[src/rtl/eab_pkg.sv]
package eab_pkg;
  localparam int NUM_AREAS  = 5;
  localparam int AREA_IDX_W = 3;

  typedef enum logic [1:0] {
    BW8   = 2'd0,
    BW16  = 2'd1,
    BW32  = 2'd2,
    BWRSV = 2'd3
  } bw_e;

  typedef enum logic [1:0] {
    ST_IDLE   = 2'd0,
    ST_ACCESS = 2'd1,
    ST_GAP    = 2'd2
  } seq_st_e;
endpackage

[src/rtl/eab_area_decode.sv]
module eab_area_decode
  import eab_pkg::*;
(
  input  logic [3:0]            addr_top,   // {slot[2:0], half bit}
  input  logic                  map_mode,
  output logic                  hit,
  output logic [AREA_IDX_W-1:0] area_idx
);
  logic [2:0] slot;
  logic       upper_half;

  assign slot       = addr_top[3:1];
  assign upper_half = addr_top[0];

  always_comb begin
    hit      = 1'b0;
    area_idx = '0;
    unique case (slot)
      3'd0: begin hit = 1'b1; area_idx = AREA_IDX_W'(0); end
      3'd3: begin hit = 1'b1; area_idx = AREA_IDX_W'(1); end
      3'd4: begin hit = 1'b1; area_idx = AREA_IDX_W'(2); end
      3'd5: begin hit = map_mode | ~upper_half; area_idx = AREA_IDX_W'(3); end
      3'd6: begin hit = map_mode | ~upper_half; area_idx = AREA_IDX_W'(4); end
      default: begin hit = 1'b0; area_idx = '0; end
    endcase
  end
endmodule

[src/rtl/eab_cfg_bank.sv]
module eab_cfg_bank
  import eab_pkg::*;
#(
  parameter int WAIT_W = 4,
  parameter int IDLE_W = 3
) (
  input  logic                  clk,
  input  logic                  rst,
  input  logic                  cfg_we,
  input  logic [AREA_IDX_W-1:0] cfg_area,
  input  logic [1:0]            cfg_width,
  input  logic [WAIT_W-1:0]     cfg_wait,
  input  logic [IDLE_W-1:0]     cfg_idle,
  input  logic [AREA_IDX_W-1:0] sel_idx,
  output bw_e                   sel_width,
  output logic [WAIT_W-1:0]     sel_wait,
  output logic [IDLE_W-1:0]     sel_idle
);
  bw_e               width_r [NUM_AREAS];
  logic [WAIT_W-1:0] wait_r  [NUM_AREAS];
  logic [IDLE_W-1:0] idle_r  [NUM_AREAS];

  for (genvar g = 0; g < NUM_AREAS; g++) begin : g_area
    logic legal;
    // area 0 has no 32-bit option; the reserved code is refused everywhere
    assign legal = (bw_e'(cfg_width) != BWRSV) &&
                   !((g == 0) && (bw_e'(cfg_width) == BW32));

    always_ff @(posedge clk) begin
      if (rst) begin
        width_r[g] <= BW16;
        wait_r[g]  <= '0;
        idle_r[g]  <= '0;
      end else if (cfg_we && (cfg_area == AREA_IDX_W'(g)) && legal) begin
        width_r[g] <= bw_e'(cfg_width);
        wait_r[g]  <= cfg_wait;
        idle_r[g]  <= cfg_idle;
      end
    end
  end

  always_comb begin
    sel_width = BW8;
    sel_wait  = '0;
    sel_idle  = '0;
    for (int i = 0; i < NUM_AREAS; i++) begin
      if (sel_idx == AREA_IDX_W'(i)) begin
        sel_width = width_r[i];
        sel_wait  = wait_r[i];
        sel_idle  = idle_r[i];
      end
    end
  end
endmodule

[src/rtl/eab_seq.sv]
module eab_seq
  import eab_pkg::*;
#(
  parameter int WAIT_W = 4,
  parameter int IDLE_W = 3
) (
  input  logic                  clk,
  input  logic                  rst,
  input  logic                  req,
  input  logic                  hit,
  input  logic [AREA_IDX_W-1:0] area_idx,
  input  bw_e                   area_width,
  input  logic [WAIT_W-1:0]     area_wait,
  input  logic [IDLE_W-1:0]     area_idle,
  output logic [NUM_AREAS-1:0]  cs_n,
  output logic [1:0]            bus_size,
  output logic                  ready,
  output logic                  err
);
  localparam int CNT_W = (WAIT_W > IDLE_W) ? WAIT_W : IDLE_W;

  seq_st_e           st;
  logic [CNT_W-1:0]  cnt;
  logic [IDLE_W-1:0] idle_q;

  always_ff @(posedge clk) begin
    if (rst) begin
      st       <= ST_IDLE;
      cs_n     <= '1;
      bus_size <= BW8;
      ready    <= 1'b0;
      err      <= 1'b0;
      cnt      <= '0;
      idle_q   <= '0;
    end else begin
      ready <= 1'b0;
      err   <= 1'b0;
      unique case (st)
        ST_IDLE: begin
          // a request answered by err must drop before it is taken again
          if (req && !err) begin
            if (hit) begin
              cs_n     <= ~(NUM_AREAS'(1) << area_idx);
              bus_size <= area_width;
              cnt      <= CNT_W'(area_wait);
              idle_q   <= area_idle;
              ready    <= (area_wait == '0);
              st       <= ST_ACCESS;
            end else begin
              err <= 1'b1;
            end
          end
        end
        ST_ACCESS: begin
          if (cnt == '0) begin
            cs_n <= '1;
            if (idle_q == '0) begin
              st <= ST_IDLE;
            end else begin
              cnt <= CNT_W'(idle_q - 1'b1);
              st  <= ST_GAP;
            end
          end else begin
            cnt   <= cnt - 1'b1;
            ready <= (cnt == CNT_W'(1));
          end
        end
        ST_GAP: begin
          if (cnt == '0) st <= ST_IDLE;
          else           cnt <= cnt - 1'b1;
        end
        default: st <= ST_IDLE;
      endcase
    end
  end
endmodule

[src/rtl/ext_area_decoder.sv]
module ext_area_decoder
  import eab_pkg::*;
#(
  parameter int ADDR_W = 29,
  parameter int WAIT_W = 4,
  parameter int IDLE_W = 3
) (
  input  logic                  clk,
  input  logic                  rst,
  input  logic                  map_mode,
  input  logic                  req,
  input  logic [ADDR_W-1:0]     addr,
  input  logic                  cfg_we,
  input  logic [AREA_IDX_W-1:0] cfg_area,
  input  logic [1:0]            cfg_width,
  input  logic [WAIT_W-1:0]     cfg_wait,
  input  logic [IDLE_W-1:0]     cfg_idle,
  output logic [NUM_AREAS-1:0]  cs_n,
  output logic [1:0]            bus_size,
  output logic                  ready,
  output logic                  err
);
  localparam int TOP_LSB = ADDR_W - 4;

  logic                  hit;
  logic [AREA_IDX_W-1:0] area_idx;
  bw_e                   sel_width;
  logic [WAIT_W-1:0]     sel_wait;
  logic [IDLE_W-1:0]     sel_idle;
  logic                  unused_low_addr;

  assign unused_low_addr = ^addr[TOP_LSB-1:0];

  eab_area_decode u_decode (
    .addr_top (addr[ADDR_W-1:TOP_LSB]),
    .map_mode (map_mode),
    .hit      (hit),
    .area_idx (area_idx)
  );

  eab_cfg_bank #(.WAIT_W(WAIT_W), .IDLE_W(IDLE_W)) u_cfg (
    .clk       (clk),
    .rst       (rst),
    .cfg_we    (cfg_we),
    .cfg_area  (cfg_area),
    .cfg_width (cfg_width),
    .cfg_wait  (cfg_wait),
    .cfg_idle  (cfg_idle),
    .sel_idx   (area_idx),
    .sel_width (sel_width),
    .sel_wait  (sel_wait),
    .sel_idle  (sel_idle)
  );

  eab_seq #(.WAIT_W(WAIT_W), .IDLE_W(IDLE_W)) u_seq (
    .clk        (clk),
    .rst        (rst),
    .req        (req),
    .hit        (hit),
    .area_idx   (area_idx),
    .area_width (sel_width),
    .area_wait  (sel_wait),
    .area_idle  (sel_idle),
    .cs_n       (cs_n),
    .bus_size   (bus_size),
    .ready      (ready),
    .err        (err)
  );
endmodule

[config.mk]
export PLATFORM = sky130hd
export DESIGN_NAME = ext_area_decoder
export DESIGN_NICKNAME = d
export VERILOG_FILES = /design/src/rtl/eab_pkg.sv /design/src/rtl/eab_area_decode.sv /design/src/rtl/eab_cfg_bank.sv /design/src/rtl/eab_seq.sv /design/src/rtl/ext_area_decoder.sv
export SDC_FILE = /design/constraint.sdc
export NUM_CORES = 1
export LEC_CHECK = 0
export CAP_MARGIN = 25
export CORE_UTILIZATION = 39
export CTS_CLUSTER_SIZE = 10
export DETAILED_ROUTE_END_ITERATION = 16
export SLEW_MARGIN = 20
export SYNTH_ARGS = -nofsm -noshare
export SYNTH_HDL_FRONTEND = slang
export SYNTH_SLANG_ARGS = --single-unit
[constraint.sdc]
create_clock -name clk -period 5 [get_ports clk]
set_clock_uncertainty 0.2 [all_clocks]
set_input_delay 1.25 -clock clk [delete_from_list [all_inputs] [get_ports clk]]
set_output_delay 1.25 -clock clk [all_outputs]
set_load 0.005 [all_outputs]
* Word-level counts from Yosys, hierarchy flattened *
Memory sizes are Yosys's and may differ from the RTL's.
Cells that the tools add are included.

word-level totals
  register bits after elaboration = 18
  bits in writable memories = 45
  output and inout port bits = 9
  memories = 3

memory list
  name           words  bits a word  read ports  clocked after Yosys merged registers in  wr ports  RTL line            RTL
  u_cfg.wait_r   5      4            5           0                                        5         eab_cfg_bank.sv:20  logic [WAIT_W-1:0] wait_r [NUM_AREAS];
  u_cfg.idle_r   5      3            5           0                                        5         eab_cfg_bank.sv:21  logic [IDLE_W-1:0] idle_r [NUM_AREAS];
  u_cfg.width_r  5      2            5           0                                        5         eab_cfg_bank.sv:19  bw_e width_r [NUM_AREAS];

cells by class
  $add $sub $neg = 2
  eq/ne operators = 23
  shift-type cells = 1
  mux-type cells = 70
  bitwise operators = 20
  reductions and logical operators = 30

operators with widths
  kind                                                   count
  2-to-1 mux 4 bit                                       15
  2-to-1 mux 2 bit                                       15
  2-to-1 mux 3 bit                                       10
  2-to-1 mux 1 bit                                       21
  bitwise OR 1 bit                                       16
  equality test 3 x 2 -> 1 bit, second input constant    5
  equality test 3 bit, second input constant             5
  2-to-1 mux 5 bit                                       3
  logical AND 1 bit                                      12
  logical NOT 3 bit                                      4
  one-hot mux 3 bit (4 select lines)                     1
  one-hot mux 4 bit (3 select lines)                     1
  one-hot mux 5 bit (2 select lines)                     1
  logical NOT 4 bit                                      2
  AND reduction 4 bit                                    2
  equality test 3 x 1 -> 1 bit, second input constant    2
  inequality test 2 x 1 -> 1 bit, second input constant  3
  inequality test 2 bit, second input constant           3
  one-hot mux 2 bit (3 select lines)                     1
  OR reduction 3 bit                                     2
  NOT 5 bit                                              1
  AND reduction 5 bit                                    1
  left shift 1 x 3 -> 5 bit, first input constant        1
  equality test 2 bit, second input constant             2
  13 further kinds                                       17

* Longest topological paths before layout *
Gate-level depths: netlist of run 1.

  depth after elaboration = 12
  gate-level depth with buffers = 8
  depth with buffers taken out = 8

* Modules after synthesis *
A second synthesis of run 1 with hierarchy kept.

unflattened totals
  cell total of the unflattened synthesis = 292
  area, all modules = 3294.4 um2

modules (own cells, without submodules)
  module           instances  cells an instance  area each (um2)  seq. area each (um2)
  eab_cfg_bank     1          165                2133.3           1351.3
  eab_seq          1          117                1093.5           360.3
  eab_area_decode  1          10                 67.6             0.0

* Worst setup path before layout of run 1 *
No wires, ideal clock.

  path kind = input-to-reg
  start = input addr[26]
  end = register u_seq.cnt[0]
  setup time = 129 ps
  arrival = 2479 ps
  path slack = 2192 ps
  stages = 8
  path buffers = 2
  path through = and2_1 buf_4 buf_2 a221oi_1 nor3_1 o31a_1 mux2i_1 nor2_1

between the ends
  longest elaborated chain between the ends = 11
  elaborated cells between the ends (all ways) = 24
  those cells by class = 9 x eq/ne; 10 x mux; 5 x reduce/logical

ends and longest elaborated chain
  item                                                                        RTL line                RTL
  start, declared                                                             ext_area_decoder.sv:12  input logic [ADDR_W-1:0] addr,
  equality test 3 bit / equality test 3 x 2 -> 1 bit (equally long branches)  eab_area_decode.sv:18   unique case (slot)
  one-hot mux 3 bit (4 select lines)                                          eab_area_decode.sv:18
  logical NOT 3 bit                                                           eab_cfg_bank.sv:47      if (sel_idx == AREA_IDX_W'(i)) begin
  2-to-1 mux 4 bit (5 in series)                                              eab_cfg_bank.sv:47
  2-to-1 mux 4 bit                                                            eab_seq.sv:42           if (hit) begin
  2-to-1 mux 4 bit                                                            eab_seq.sv:41           if (req && !err) begin
  one-hot mux 4 bit (3 select lines)                                          eab_seq.sv:38           unique case (st)
  end signal, assigned                                                        eab_seq.sv:45           cnt <= CNT_W'(area_wait);
  end signal, assigned                                                        eab_seq.sv:60           cnt <= CNT_W'(idle_q - 1'b1);
  end signal, assigned                                                        eab_seq.sv:64           cnt <= cnt - 1'b1;
  end, declared                                                               eab_seq.sv:23           logic [CNT_W-1:0] cnt;

Several ways; a longest one is shown, not always the timed one. The select of a mux whose other input is x is not followed.
A chain may end at the register's enable or synchronous reset.

* Worst setup path in the final report of run 1 *
  start = input addr[28]
  end = register u_seq.cnt[2]

Same word-level chain as after synthesis.

==> results of run 1 <==
[logic make-up after synthesis]
family / Yosys count / synth area share (%)
DFF: 63 / 52.3
buffers and inverters: 24 / 3.29
adders and majority gates: 9 / 3.44
AOI/OAI and AO/OA: 43 / 9.52
muxes: 21 / 8.33
and+or+nand+nor: 138 / 22.2
other: 1 / 0.115
xor gates and xnor gates: 3 / 0.803
[worst max-delay path: stages]
cell,delay [ns]
clkdlybuf4s50_1,0.46
buf_4,0.23
clkinv_1,0.32
a221oi_1,0.74
o22ai_1,0.13
or2_0,0.22
a21oi_1,0.13
[worst max path at each step]
stage | slack, ns | depth (start not counted) | endpoint | startpoint
finish | 1.58 | 7 | u_seq.cnt[2]$_SDFFE_PP0P_ | addr[28]
global route | 1.45 | 7 | u_seq.cnt[2]$_SDFFE_PP0P_ | addr[28]
CTS | 1.61 | 7 | u_seq.cnt[2]$_SDFFE_PP0P_ | addr[28]
detailed placement | 1.26 | 7 | u_seq.cnt[2]$_SDFFE_PP0P_ | addr[28]
global placement | 1.26 | 7 | u_seq.cnt[2]$_SDFFE_PP0P_ | addr[28]
floorplan | 2.19 | 8 | u_seq.cnt[0]$_SDFFE_PP0P_ | addr[26]
[power groups by stage]
stage / sequential (mW) / clock, mW / combinational [mW]
4_1_cts: 0.613 / 0.533 / 0.204
3_3_place_gp: 0.624 / 0 / 0.203
3_5_place_dp: 0.625 / 0 / 0.204
5_1_grt: 0.617 / 0.558 / 0.227
6_report: 0.613 / 0.525 / 0.204
2_1_floorplan: 0.619 / 0 / 0.143
[area by class of cell]
| cell class | instances | area (um2) |
|---|---|---|
| fill | 779 | 4280 |
| multi-input combinational | 215 | 1450 |
| sequential | 63 | 1710 |
| clock buffer | 11 | 131 |
| clock inverter | 4 | 95.1 |
| inverter | 11 | 41.3 |
| timing repair buffer | 35 | 333 |
| tap | 105 | 131 |
[cell usage in the layout (no fill, tap or decap), types with 4 or more instances in the layout]
master           instances
o21ai_0                  6
or3_1                    4
buf_4                    5
mux4_2                   5
ha_1                     9
inv_1                   10
nor3_1                  18
a21oi_1                 12
clkbuf_8                 9
clkdlybuf4s50_1         29
a221oi_1                 5
and2_1                  40
nor2_1                  32
dfxtp_1                 18
nand2b_1                 8
edfxtp_1                45
mux2i_1                 16
nand2_1                 15
nand3_1                  5
[per-stage QoR]
| stage | instances | worst slack, ns | util, % |
|---|---|---|---|
| 2_1_floorplan | 302 | 2.19 | - |
| 3_3_place_gp | 428 | 1.26 | 44.8 |
| 3_5_place_dp | 428 | 1.26 | 44.8 |
| 4_1_cts | 443 | 1.61 | 47.6 |
| 5_1_grt | 444 | 1.45 | 47.7 |
| 6_report | 444 | 1.58 | 47.7 |
[routing by layer]
metal  global-route usage, %  wire length [um]  vias up
li1                        -                 -     1146
met5                       0                 0        -
met4                    5.38                65        0
met3                    4.80               190        8
met1                    21.2              3150     1099
met2                    30.4              3540       35
[flip-flops by register name (all words and copies together), names as in the netlist]
signal / count
u_seq.cs_n: 5
u_cfg.wait_r: 20
u_seq.cnt: 4
u_seq.idle_q: 3
u_seq.err: 1
u_seq.st: 2
u_cfg.width_r: 10
u_cfg.idle_r: 15
u_seq.bus_size: 2
u_seq.ready: 1
==> results.ini, run 1 <==
[timing]
final_report_max_slew_violation_count=0
hold_viol_final=0
timing_worst_slew_pin_value_ns=1.03
rsz0062_at_grt=false
fin_crit_sh_pct=68.3
setup-violations-final=0
fmaxAchievable_mhz=293
timing.hold.ws_ns=0.283
fin_setup_tns_ns=0
layout_min_cycle_time_ns=3.42
timing.max_slew.rel_slack_pct=31.3

[route]
drt-pass1-iter-count=4
drtAntennaViolNets=0
drc=0
route.detailed.vias_per_inst=5.15
detail_route.wl_per_cell_um=15.6
via_count=2288
wl_mm=6.94
detail_route.iter0.violations=76

[place]
placedInstanceArea_mm2=0.00367
io_buffers=29
finalWeightedCongestion=0.773
dp_hpwl_mm=4.88

[clock_tree]
post_cts_setup_buffer_count=0
cts-buffers-inserted=9
postCtsHoldBufs=0
post_cts_resized=0
clock_tree_from_tritoncts=yes
clock_sink_count=63
clockBufferDepth=2
clock_tree.htree_level_count=3
cts.reportedPaths.clkPinSlew_ns=0.07
clock_tree.root_cell=clkbuf_8
clock_latency_ns=0.33

[synth]
postSynthCellCount=302
synthesis.area_mm2=0.00327
post-synth-top-area-cell=edfxtp_1
yosysUniqueCellTypes=50
synth_top_cells_by_count=edfxtp_1 (45), and2_1 (40), nor2_1 (32), dfxtp_1 (18), nor3_1 (18)
avgSynthCellArea_um2=10.8
mappedNetlistNets=357
synth_edf_count=45
ys_async_sr_fraction_pct=0
synth-warning-count=0
synth.ff_latch_count=63
synth_flop_cell=edfxtp_1
post_synth_main_area_contributors=edfxtp_1 (41%), dfxtp_1 (11%), and2_1 (7.6%)
ys_seq_area_share_pct=52.3
top_area_cell_type_share_of_the_netlist_area_pct=41.3
most_frequent_cell_after_synthesis=edfxtp_1

[setup_path]
endpoint_kind=flip-flop
criticalPathCategory=input port to flip-flop
worstPathArrival_ns=3.49
r2r.worst_path.cells=7
timing.rr.start=u_seq.st[1]$_SDFFE_PP0P_
start_kind=input port
crit_path_max_fanout=21
regToRegEndpoint=u_seq.cnt[1]$_SDFFE_PP0P_
required_ns=5.07
worst-r2r-setup-slack_ns=2.85

[floorplan]
top_level_ports=55
initial_core_utilization_pct=40.0
die_x_extent_um=93.6
floorplan.die_area_mm2=0.00876
number_of_standard_cell_rows_in_the_floorplan=33
core-area_mm2=0.00818
die_h_um=93.6

[power_and_ir_drop]
comb_power_share_pct=15.2
leakage_nw=1.39
final_total_power_mw=1.34
p_switching_mw=0.326
vdd_drop_max_v=0.000155
power.density_mw_per_mm2=344
power.share.clock_pct=39.1
seq_power_share_pct=45.7
sw_frac_of_total_pct=24.3
internal_power_mw=1.02

[final_layout]
drive_above_1_share_pct=9.14
area_growth_pct=19.1
final_cell_area_mm2=0.00390
n_antenna_cell=0
final_net_count=390

[grt]
grt_pass1_vias=2286
grt_start_max_net_pins=23
grt_util_all_layers_pct=17.5
grt_antenna_before_repair=0
globalRouteOverflowTotal=0
grt_pass1_wl_mm=11.2

[hold_path]
whs_endpoint=u_seq.cnt[1]$_SDFFE_PP0P_
min_path_type=flip-flop to flip-flop
holdCritStartpoint=u_seq.cnt[1]$_SDFFE_PP0P_
hold_depth=2

[outcome]
outcome=completed

[job]
max_cap_viol_count=0

(Power assumes the default switching activity.)
==> run 2: changes to the inputs <==
Clock period 5 ns to 3.26 ns, I/O delays scaled along.
==> run 2 against run 1 <==
Combinational power rose by 55%. Final area shrank 0.77%. Sequential share of layout area is 0.34 points higher. Critical endpoint unchanged. Largest cell class unchanged.
==> results.ini, run 2 (synthesis gave the netlist of run 1 again) <==
[clock_tree]
clock_tree_from_tritoncts=yes
postCtsHoldBufs=0  ; unchanged
clock_latency_ns=0.35  ; +0.02 ns
clockBufferDepth=2  ; unchanged
cts.reportedPaths.clkPinSlew_ns=0.07  ; about the same
clock_tree.htree_level_count=3  ; unchanged
clock_tree.root_cell=clkbuf_8
clock_sink_count=63  ; unchanged
cts-buffers-inserted=9  ; unchanged
post_cts_setup_buffer_count=0  ; unchanged
post_cts_resized=0  ; unchanged

[timing]
timing.max_slew.rel_slack_pct=57.2  ; +26 points
setup-violations-final=0  ; unchanged
layout_min_cycle_time_ns=2.77
hold_viol_final=0  ; unchanged
rsz0062_at_grt=false
timing.hold.ws_ns=0.285  ; +0.00284 ns
fin_crit_sh_pct=85.0
fin_setup_tns_ns=0  ; unchanged
fmaxAchievable_mhz=361
timing_worst_slew_pin_value_ns=0.640  ; -0.389 ns
final_report_max_slew_violation_count=0  ; unchanged

[setup_path]
criticalPathCategory=input port to flip-flop
max_stage_delay_ns=0.51  ; -0.23 ns
worstPathArrival_ns=2.85  ; -0.64 ns
start_kind=input port
required_ns=3.34  ; -1.73 ns
worst_path_cell_trace=clkdlybuf4s50_1, and2_1, buf_4, mux2i_1, a221oi_1, buf_4, o22ai_1, or2_0, a21oi_1
timing.critical_path.max_delay_family=buffers and inverters
crit_path_max_fanout=12  ; -43%
timing.critical_path.mode_cell=buf_4
buffers_and_inverters_on_the_worst_path=3  ; unchanged
endpoint_kind=flip-flop
worst_path_max_delay_cell=clkdlybuf4s50_1

[route]
metal1_wirelength_mm=3.22  ; +2.4%
drtAntennaViolNets=0  ; unchanged
met3RoutedLength_um=194  ; +2.1%
drc=0  ; unchanged
highest-signal-layer=met4
wl_met2_mm=3.38  ; -4.4%
detail_route.iter0.violations=84  ; +11%
wl_mm=6.91  ; -0.45%
route.detailed.vias_per_inst=5.15  ; about the same
via_count=2302  ; +0.61%
drt-pass1-iter-count=5  ; +1
detail_route.wl_per_cell_um=15.5  ; -1.1%

[final_layout]
regMostFlops=u_cfg.wait_r
layout.cells.most_common=edfxtp_1
most_used_cells_in_the_layout_excluding_fill_and_tap_cells=edfxtp_1 (45), and2_1 (40), nor2_1 (32), clkdlybuf4s50_1 (29)
final_net_count=392  ; +0.51%
number_of_flip_flops_in_the_largest_register=20  ; unchanged
drive_above_1_share_pct=10.5  ; +1.4 points
largest_registers=u_cfg.wait_r x20, u_cfg.idle_r x15, u_cfg.width_r x10
n_antenna_cell=0  ; unchanged
area_growth_pct=18.2

[power_and_ir_drop]
leakage_nw=1.38  ; -1.2%
vdd_drop_max_v=0.000209  ; +35%
power.density_mw_per_mm2=487  ; +41%
final_total_power_mw=1.88  ; +40%

[place]
dp_hpwl_mm=4.96  ; +1.7%
finalWeightedCongestion=0.826  ; +6.8%
io_buffers=29  ; unchanged

[grt]
grt_start_max_net_pins=24  ; +4.3%
grt_util_all_layers_pct=17.5  ; -0.048 points
grt_pass1_wl_mm=11.3  ; +0.85%
grt_antenna_before_repair=0  ; unchanged
grt_pass1_vias=2247  ; -1.7%
globalRouteOverflowTotal=0  ; unchanged

[floorplan]
floorplan.die_area_mm2=0.00876  ; unchanged
number_of_standard_cell_rows_in_the_floorplan=33  ; unchanged
die_h_um=93.6  ; unchanged
initial_core_utilization_pct=40.0  ; unchanged
die_x_extent_um=93.6  ; unchanged
core-area_mm2=0.00818  ; unchanged
top_level_ports=55  ; unchanged

[job]
max_cap_viol_count=0  ; unchanged

[hold_path]
min_path_type=flip-flop to flip-flop

[outcome]
outcome=completed

## run 2: stage by stage
stage	std cells	instance area, um2	setup slack (ns)	util [%]
after CTS	447	3870	0.505	47.3
after global placement	431	3690	0.168	45.1
after detailed placement	431	3690	0.147	45.1
after floorplan	302	3270	0.887	-
after global routing	447	3870	0.388	47.3
final	447	3870	0.489	47.3
## run 2: path summary, 6_finish.rpt
| kind | start | to | slack, ns | cells after the start |
|---|---|---|---|---|
| setup / recovery | addr[27] | u_seq.cnt[2]$_SDFFE_PP0P_ | 0.49 | 9 |
| hold / removal | u_seq.cnt[1]$_SDFFE_PP0P_ | u_seq.cnt[1]$_SDFFE_PP0P_ | 0.29 | 2 |
| setup reg to reg | u_seq.cnt[0]$_SDFFE_PP0P_ | u_seq.cnt[2]$_SDFFE_PP0P_ | 1.03 | 8 |
| hold reg to reg | u_seq.cnt[1]$_SDFFE_PP0P_ | u_seq.cnt[1]$_SDFFE_PP0P_ | 0.29 | 2 |
## run 2: metal layers
layer,GRT usage [%],vias up
met1,22.2,1105
li1,-,1153
met4,8.33,0
met5,0,-
met2,29.0,35
met3,3.01,9
## run 2: tightest hold or removal path, cell delays in order, from the launching register on
cell and delay, ns:
dfxtp_1 0.33, nand2_1 0.07, a21oi_2 0.05
## run 2: power breakdown
group / internal (mW) / switching [mW]
registers: 0.911 / 0.0296
logic: 0.146 / 0.171
clock network: 0.283 / 0.341
total: 1.34 / 0.542
## run 2: layout make-up
cell class | count | area, um2
fillers | 780 | 4310
flip-flops and latches | 63 | 1710
multi-input cells | 215 | 1450
repair buffers | 37 | 350
well taps | 105 | 131
clock buffers | 9 | 124
clock inverters | 7 | 55.1
inverters | 11 | 41.3
==> run 3: changes to the inputs <==
Clock period 3.26 ns to 2.62 ns, I/O delays scaled along.
==> run 3 against run 2 <==
Die area stayed put. Combinational power rose by 32%. First-iteration DRC count increased by 20%. Sequential share of layout area decreased by 2.5 points. Flip-flop and latch count unchanged. Sequential power up 24%. Wire length down 4.9%. Clock power increased by 66%. Final area rose by 6.0%. Largest power group unchanged.
==> results.ini, run 3 (synthesis gave the netlist of run 1 again) <==
[outcome]
outcome=completed

[grt]
grt_start_max_net_pins=24  ; unchanged
globalRouteOverflowTotal=0  ; unchanged
grt_pass1_vias=2285  ; +1.7%
grt_antenna_before_repair=0  ; unchanged
grt_pass1_wl_mm=11.1  ; -2.0%
grt_util_all_layers_pct=17.1  ; -0.39 points

[route]
detail_route.wl_per_cell_um=14.1  ; -9.0%
via_count=2339  ; +1.6%
drt-pass1-iter-count=4  ; -1
detail_route.iter0.violations=101  ; +20%
drc=0  ; unchanged
wl_mm=6.57  ; -4.9%
drtAntennaViolNets=0  ; unchanged
route.detailed.vias_per_inst=5.01  ; -2.7%

[timing]
layout_setup_ws_ns=0.162  ; -0.327 ns
timing.max_slew.rel_slack_pct=62.6  ; +5.3 points
hold_viol_final=0  ; unchanged
fmaxAchievable_mhz=407
timing.hold.ws_ns=0.279  ; -0.00634 ns
final_report_max_slew_violation_count=0  ; unchanged
timing_worst_slew_pin_value_ns=0.560  ; -0.0795 ns
setup-violations-final=0  ; unchanged
fin_crit_sh_pct=93.8
layout_min_cycle_time_ns=2.46
fin_setup_tns_ns=0  ; unchanged
rsz0062_at_grt=false

[job]
max_cap_viol_count=0  ; unchanged

[place]
placedInstanceArea_mm2=0.00385  ; +4.4%
post-place-ws_ns=-0.195  ; -0.342 ns
finalWeightedCongestion=0.829  ; +0.31%
place.detailed.instances=451  ; +4.6%
dp_hpwl_mm=5.08  ; +2.3%
io_buffers=29  ; unchanged

[final_layout]
final_cell_area_mm2=0.00410  ; +6.0%
drive_above_1_share_pct=15.7  ; +5.2 points
most_used_cells_in_the_layout_excluding_fill_and_tap_cells=edfxtp_1 (45), and2_1 (39), nor2_1 (32), clkdlybuf4s50_1 (29), buf_4 (27)
area_growth_pct=25.2
final_net_count=412  ; +5.1%
regMostFlops=u_cfg.wait_r
layout.cells.most_common=edfxtp_1
n_antenna_cell=0  ; unchanged
largest_registers=u_cfg.wait_r x20, u_cfg.idle_r x15, u_cfg.width_r x10
layout.core_utilization_pct=50.1  ; +2.8 points
layoutNonFillerInstCount=467  ; +4.5%
number_of_flip_flops_in_the_largest_register=20  ; unchanged

[power_and_ir_drop]
sw_frac_of_total_pct=25.1  ; -3.7 points
power.share.clock_pct=39.6  ; +6.4 points
comb_power_share_pct=15.9  ; -1.0 points
final_total_power_mw=2.64  ; +40%
leakage_nw=1.51  ; +9.5%
internal_power_mw=1.97  ; +47%
p_switching_mw=0.663  ; +22%
seq_power_share_pct=44.4  ; -5.6 points
power.density_mw_per_mm2=643  ; +32%
vdd_drop_max_v=0.000354  ; +70%

[floorplan]
top_level_ports=55  ; unchanged
number_of_standard_cell_rows_in_the_floorplan=33  ; unchanged
core-area_mm2=0.00818  ; unchanged
die_h_um=93.6  ; unchanged
die_x_extent_um=93.6  ; unchanged
initial_core_utilization_pct=40.0  ; unchanged
floorplan.die_area_mm2=0.00876  ; unchanged

[hold_path]
holdCritStartpoint=u_seq.cnt[1]$_SDFFE_PP0P_
whs_endpoint=u_seq.cnt[1]$_SDFFE_PP0P_
hold_depth=2  ; unchanged
min_path_type=flip-flop to flip-flop

[setup_path]
crit_path_max_fanout=9  ; -3
start_kind=input port
worst-r2r-setup-slack_ns=0.49  ; -0.54 ns
regToRegEndpoint=u_seq.cnt[3]$_SDFFE_PP0P_
worstPathArrival_ns=2.49  ; -0.36 ns
criticalPathCategory=input port to flip-flop
required_ns=2.65  ; -0.69 ns
endpoint_kind=flip-flop
r2r.worst_path.cells=8  ; unchanged
timing.rr.start=u_seq.cnt[0]$_SDFFE_PP0P_

[clock_tree]
postCtsHoldBufs=0  ; unchanged
cts-buffers-inserted=9  ; unchanged
clock_tree_from_tritoncts=yes
clock_latency_ns=0.35  ; about the same
post_cts_setup_buffer_count=0  ; unchanged
clock_tree.root_cell=clkbuf_8
cts.reportedPaths.clkPinSlew_ns=0.07  ; about the same
clock_sink_count=63  ; unchanged
clockBufferDepth=2  ; unchanged
post_cts_resized=0  ; unchanged
clock_tree.htree_level_count=3  ; unchanged

==> run 3: worst max path at each step <==
stage	cells past startpoint	to	slack (ns)	start
floorplan	8	u_seq.cnt[0]$_SDFFE_PP0P_	0.41	addr[26]
global placement	8	u_seq.cnt[3]$_SDFFE_PP0P_	-0.16	addr[26]
detailed placement	8	u_seq.cnt[3]$_SDFFE_PP0P_	-0.20	addr[26]
CTS	8	u_seq.cnt[3]$_SDFFE_PP0P_	0.18	addr[26]
global route	7	u_seq.cnt[3]$_SDFFE_PP0P_	0.04	addr[28]
finish	7	u_seq.cnt[3]$_SDFFE_PP0P_	0.16	addr[28]
==> run 3: power by group through the flow <==
stage               Sequential, mW  Combinational (mW)  Clock (mW)
detailed placement            1.19               0.421           0
global route                  1.18               0.469        1.10
global placement              1.19               0.417           0
CTS                           1.17               0.422        1.06
finish                        1.17               0.420        1.04
floorplan                     1.18               0.273           0
==> run 3: final cells by class <==
type                            count  area (um2)
Fill cell                         752        4080
Sequential cell                    63        1710
Multi-Input combinational cell    215        1460
Timing Repair Buffer               57         513
Tap cell                          105         131
Clock buffer                        9         124
Clock inverter                      7         121
Inverter                           11        41.3
==> run 3: metal layers <==
layer / track usage (%) / up-vias / wire length, um
li1: - / 1189 / -
met4: 6.92 / 0 / 89
met5: 0 / - / 0
met1: 21.4 / 1115 / 3050
met2: 28.4 / 28 / 3250
met3: 4.15 / 7 / 186
==> run 3: worst max-delay path, stage by stage <==
cell and delay, ns:
clkdlybuf4s50_1 0.54, clkinv_1 0.28, a221oi_1 0.33, nor3_1 0.15, o32a_1 0.35, mux2i_1 0.13
nor2_1 0.05
